$ cat src/rtl/mreq_label_pkg.sv
package mreq_label_pkg;
  localparam int LVL_USER   = 0;
  localparam int LVL_KERNEL = 1;

  function automatic logic stream_class(input logic matrix_ls, input logic vector,
                                        input logic streaming);
    return matrix_ls | (vector & streaming);
  endfunction
endpackage

$ cat src/rtl/mreq_label_class.sv
module mreq_label_class #(
  parameter bit SHARED_UNIT      = 1'b1,
  parameter bit PRIVATE_OVERRIDE = 1'b1
) (
  input  logic matrix_ls,
  input  logic vector,
  input  logic streaming,
  output logic use_stream_lbl
);
  import mreq_label_pkg::*;
  localparam bit OVR_EN = SHARED_UNIT || PRIVATE_OVERRIDE;

  assign use_stream_lbl = stream_class(matrix_ls, vector, streaming) & OVR_EN;
endmodule

$ cat src/rtl/mreq_label_levelmux.sv
module mreq_label_levelmux #(
  parameter int N_LEVELS = 4,
  parameter int PARTID_W = 16,
  parameter int PMG_W    = 8,
  localparam int LVL_W   = $clog2(N_LEVELS)
) (
  input  logic [LVL_W-1:0]            level,
  input  logic [N_LEVELS*PARTID_W-1:0] partid_flat,
  input  logic [N_LEVELS*PMG_W-1:0]    pmg_flat,
  output logic [PARTID_W-1:0]         partid,
  output logic [PMG_W-1:0]            pmg
);
  logic [PARTID_W-1:0] partid_arr [N_LEVELS];
  logic [PMG_W-1:0]    pmg_arr    [N_LEVELS];

  for (genvar g = 0; g < N_LEVELS; g++) begin : g_unpack
    assign partid_arr[g] = partid_flat[g*PARTID_W +: PARTID_W];
    assign pmg_arr[g]    = pmg_flat[g*PMG_W +: PMG_W];
  end

  assign partid = partid_arr[level];
  assign pmg    = pmg_arr[level];
endmodule

$ cat src/rtl/mreq_label_virt.sv
module mreq_label_virt #(
  parameter int LVL_W = 2
) (
  input  logic [LVL_W-1:0] level,
  input  logic             hyp_active,
  input  logic             hyp_e2h,
  input  logic             hyp_tge,
  input  logic             vmap_en_l0,
  input  logic             vmap_en_l1,
  output logic             is_virtual
);
  import mreq_label_pkg::*;
  logic host_mode;
  assign host_mode = hyp_e2h & hyp_tge;

  always_comb begin
    if (int'(level) == LVL_USER)        is_virtual = hyp_active & ~host_mode & vmap_en_l0;
    else if (int'(level) == LVL_KERNEL) is_virtual = hyp_active & vmap_en_l1;
    else                                is_virtual = 1'b0;
  end
endmodule

$ cat src/rtl/mreq_label_sel.sv
module mreq_label_sel #(
  parameter int N_LEVELS         = 4,
  parameter int PARTID_W         = 16,
  parameter int PMG_W            = 8,
  parameter bit SHARED_UNIT      = 1'b1,
  parameter bit PRIVATE_OVERRIDE = 1'b1,
  localparam int LVL_W           = $clog2(N_LEVELS)
) (
  input  logic                         req_valid,
  output logic                         req_ready,
  input  logic [LVL_W-1:0]             req_level,
  input  logic                         req_matrix_ls,
  input  logic                         req_vector,
  input  logic                         streaming_on,
  input  logic [N_LEVELS*PARTID_W-1:0] lvl_partid,
  input  logic [N_LEVELS*PMG_W-1:0]    lvl_pmg,
  input  logic [PARTID_W-1:0]          sm_partid,
  input  logic [PMG_W-1:0]             sm_pmg,
  input  logic                         part_en,
  input  logic                         hyp_active,
  input  logic                         hyp_e2h,
  input  logic                         hyp_tge,
  input  logic                         vmap_en_l0,
  input  logic                         vmap_en_l1,
  output logic                         lbl_valid,
  input  logic                         lbl_ready,
  output logic [PARTID_W-1:0]          lbl_partid,
  output logic [PMG_W-1:0]             lbl_pmg,
  output logic                         lbl_virtual
);
  logic                use_sm;
  logic [PARTID_W-1:0] lvl_sel_partid;
  logic [PMG_W-1:0]    lvl_sel_pmg;
  logic                virt_raw;

  mreq_label_class #(.SHARED_UNIT(SHARED_UNIT), .PRIVATE_OVERRIDE(PRIVATE_OVERRIDE)) u_class (
    .matrix_ls(req_matrix_ls), .vector(req_vector), .streaming(streaming_on),
    .use_stream_lbl(use_sm));

  mreq_label_levelmux #(.N_LEVELS(N_LEVELS), .PARTID_W(PARTID_W), .PMG_W(PMG_W)) u_mux (
    .level(req_level), .partid_flat(lvl_partid), .pmg_flat(lvl_pmg),
    .partid(lvl_sel_partid), .pmg(lvl_sel_pmg));

  mreq_label_virt #(.LVL_W(LVL_W)) u_virt (
    .level(req_level), .hyp_active(hyp_active), .hyp_e2h(hyp_e2h), .hyp_tge(hyp_tge),
    .vmap_en_l0(vmap_en_l0), .vmap_en_l1(vmap_en_l1), .is_virtual(virt_raw));

  always_comb begin
    if (!part_en) begin
      lbl_partid = '0;
      lbl_pmg    = '0;
    end else if (use_sm) begin
      lbl_partid = sm_partid;
      lbl_pmg    = sm_pmg;
    end else begin
      lbl_partid = lvl_sel_partid;
      lbl_pmg    = lvl_sel_pmg;
    end
  end

  assign lbl_virtual = part_en & virt_raw;
  assign lbl_valid   = req_valid;
  assign req_ready   = lbl_ready;
endmodule

$ cat config.mk
export PLATFORM = sky130hd
export DESIGN_NAME = mreq_label_sel
export DESIGN_NICKNAME = d
export VERILOG_FILES = /design/src/rtl/mreq_label_pkg.sv /design/src/rtl/mreq_label_class.sv /design/src/rtl/mreq_label_levelmux.sv /design/src/rtl/mreq_label_virt.sv /design/src/rtl/mreq_label_sel.sv
export SDC_FILE = /design/constraint.sdc
export NUM_CORES = 1
export LEC_CHECK = 0
export BUFFER_PORTS_ARGS = -buffer_cell sky130_fd_sc_hd__buf_4
export CAP_MARGIN = 20
export CELL_PAD_IN_SITES_DETAIL_PLACEMENT = 0
export CELL_PAD_IN_SITES_GLOBAL_PLACEMENT = 1
export CORE_ASPECT_RATIO = 1.5
export CORE_MARGIN = 2
export CORE_UTILIZATION = 19
export DETAILED_ROUTE_END_ITERATION = 12
export MAX_ROUTING_LAYER = met4
export PLACE_DENSITY_LB_ADDON = 0.1
export SETUP_SLACK_MARGIN = 0.02
export SLEW_MARGIN = 20
export SYNTH_ARGS = -nofsm -noshare
export SYNTH_HDL_FRONTEND = slang
export SYNTH_SLANG_ARGS = --single-unit
$ cat constraint.sdc
create_clock -name vclk -period 2.8
set_clock_uncertainty 0.15 [all_clocks]
set_input_delay 0.42 -clock vclk [all_inputs]
set_output_delay 0.42 -clock vclk [all_outputs]
set_load 0.1 [all_outputs]
==> impl_metrics.tcl <==
set metrics [dict create \
    seq_cell_count 0 \
    min_to "req_ready" \
    switching_share_pct 56.7 \
    antenna_cells 0 \
    hold_path_depth 0 \
    finish.net_count 349 \
    fmax_mhz 394 \
    placement.io_buffers 156 \
    clkPwrFrac_pct 0 \
    p_leak_uw 0.00106 \
    ioPinCount 160 \
    place_area_um2 2110 \
    rows 31 \
    worstSetupPathType "primary input to primary output" \
    setup_violations 0 \
    p_total_uw 533 \
    slew_headroom_pct 30.5 \
    min_path_type "primary input to primary output" \
    hold_viol 0 \
    dieArea_um2 5420 \
    p_sw_uw 302 \
    p_seq_share_pct 0 \
    syn_to_final_growth_pct 129 \
    cp_common_cell "buf_4" \
    synth_top_area_cell "mux4_2" \
    grtUsageTotal_pct 14.7 \
    setup_slack_ns 0.264 \
    drive_gt1_share_pct 84.1 \
    clkbuf_count 0 \
    tightest_slew_ns 1.04 \
    max_stage_delay_ns 0.81 \
    intPower_uw 231 \
    cpMaxStageDelayCell "nor2b_2" \
    seq_area_um2 0 \
    rsz0062_at_grt "no" \
    hold_buffers 0 \
    synthTopCellsByArea "mux4_2 (47%), a22o_1 (23%), mux4_1 (14%)" \
    cp.required_ns 2.23 \
    pre_cts_ws_ns 0.227 \
    overflow 0 \
    yosys.area.top_type_share_pct 46.5 \
    start_util_pct 19.4 \
    place_congestion 0.690 \
    drt-initial-drc-count 28 \
    yosysSeqAreaShare_pct 0 \
    ant_nets 0 \
    postCtsSetupBuffers 0 \
    syn_area_per_cell_um2 13.3 \
    crit_path_max_fanout 24 \
    wl_per_cell_um 15.9 \
    multi_input_area_um2 821 \
    grt_pass1_vias 1367 \
    path_cells "buf_4 -> a21oi_1 -> nor2b_2 -> a22o_1 -> buf_4" \
    ir_worst_vdd_mv 0.110 \
    fillers 466 \
    slew_violations 0 \
    arrival_ns 1.97 \
    antenna_found_initial 0 \
    period_minus_slack_ns 2.54 \
    min_from "lbl_ready" \
    wirelength_um 4460 \
    power_frac_comb_pct 100.0 \
    syn-instance-count 69 \
    drtPass1Iterations 4 \
    grt_pass1_wl_um 5920 \
    syn-cell-area_um2 920 \
    worst_setup_path_end_kind "primary output" \
    yosysWarnings 0 \
    synthDistinctLibCells 15 \
    cts_resized 0 \
    syn-num-nets 202 \
    viasPerCell 4.71 \
    powerDensity_nw_per_um2 253 \
    fin_crit_sh_pct 90.6 \
    vias 1318 \
    die_h_um 89.2 \
    drc 0 \
    final_cell_area_um2 2110 \
    setup_tns_ns 0 \
    status "finished, final reports clean" \
    die_w_um 60.8 \
    critPathLaunchType "primary input" \
    grt_max_degree 26 \
    cap_violations 0 \
    core_area_um2 4730 \
]
## power groups by stage
stage	Combinational (µW)	Clock (µW)	Sequential [µW]
final	533	0	0
after global routing	556	0	0
after CTS	537	0	0
after detailed placement	537	0	0
after global placement	530	0	0
after floorplan	356	0	0
## worst max-delay path, delay by kind of cell
family          cells  cell delay [ns]
compound gates      2             0.35
simple gates        1             0.81
buf+inv             2             0.37
## area by class of cell
type | instances | area share (%)
multi-input combinational | 55 | 38.9
tap | 66 | 3.91
timing repair buffer | 159 | 57.2
## cells in the final DEF, fill, tap and decap left out
cell type / n
a21boi_0: 1
a21oi_1: 1
a22o_1: 24
and2_1: 1
buf_12: 1
buf_4: 158
mux2i_1: 1
mux4_1: 5
mux4_2: 19
nand2_1: 1
nor2b_2: 1
nor3_2: 1
## cell usage after synthesis, types with 2 or more instances
| cell | count |
|---|---|
| a22o_1 | 24 |
| mux4_2 | 19 |
| buf_2 | 5 |
| mux4_1 | 5 |
| clkbuf_1 | 4 |
| buf_12 | 2 |
| buf_4 | 2 |
## routing by layer
metal  GRT usage (%)  wire, µm
met1            15.4      1400
met2            30.1      2570
met3            1.01       482
met4           0.593        14
met5               -         0
## per-stage QoR
stage | utilization, % | hold slack, ns | std cells
floorplan | - | 0.902 | 69
global placement | 44.6 | 0.691 | 280
detailed placement | 44.6 | 0.691 | 280
CTS | 44.6 | 0.691 | 280
global route | 44.6 | 0.691 | 280
finish | 44.6 | 0.690 | 280
## worst max path at each step
stage,start,end,slack (ns),depth (start not counted)
2_1_floorplan,req_level[0],lbl_virtual,0.21,4
3_3_place_gp,req_vector,lbl_partid[4],0.28,5
3_5_place_dp,req_vector,lbl_partid[4],0.23,5
4_1_cts,req_vector,lbl_partid[4],0.23,5
5_1_grt,req_vector,lbl_pmg[0],0.16,5
6_report,req_vector,lbl_partid[4],0.26,5
## cells by family (layout without fill, tap and decap cells)
| group | count (synthesis) | count (layout) | share of synthesized area (%) |
|---|---|---|---|
| simple gates | 4 | 4 | 2.31 |
| compound gates | 26 | 26 | 24.2 |
| mux | 25 | 25 | 61.9 |
| buf+inv | 14 | 159 | 11.6 |
Note: power is estimated with default switching activity, not from simulation.
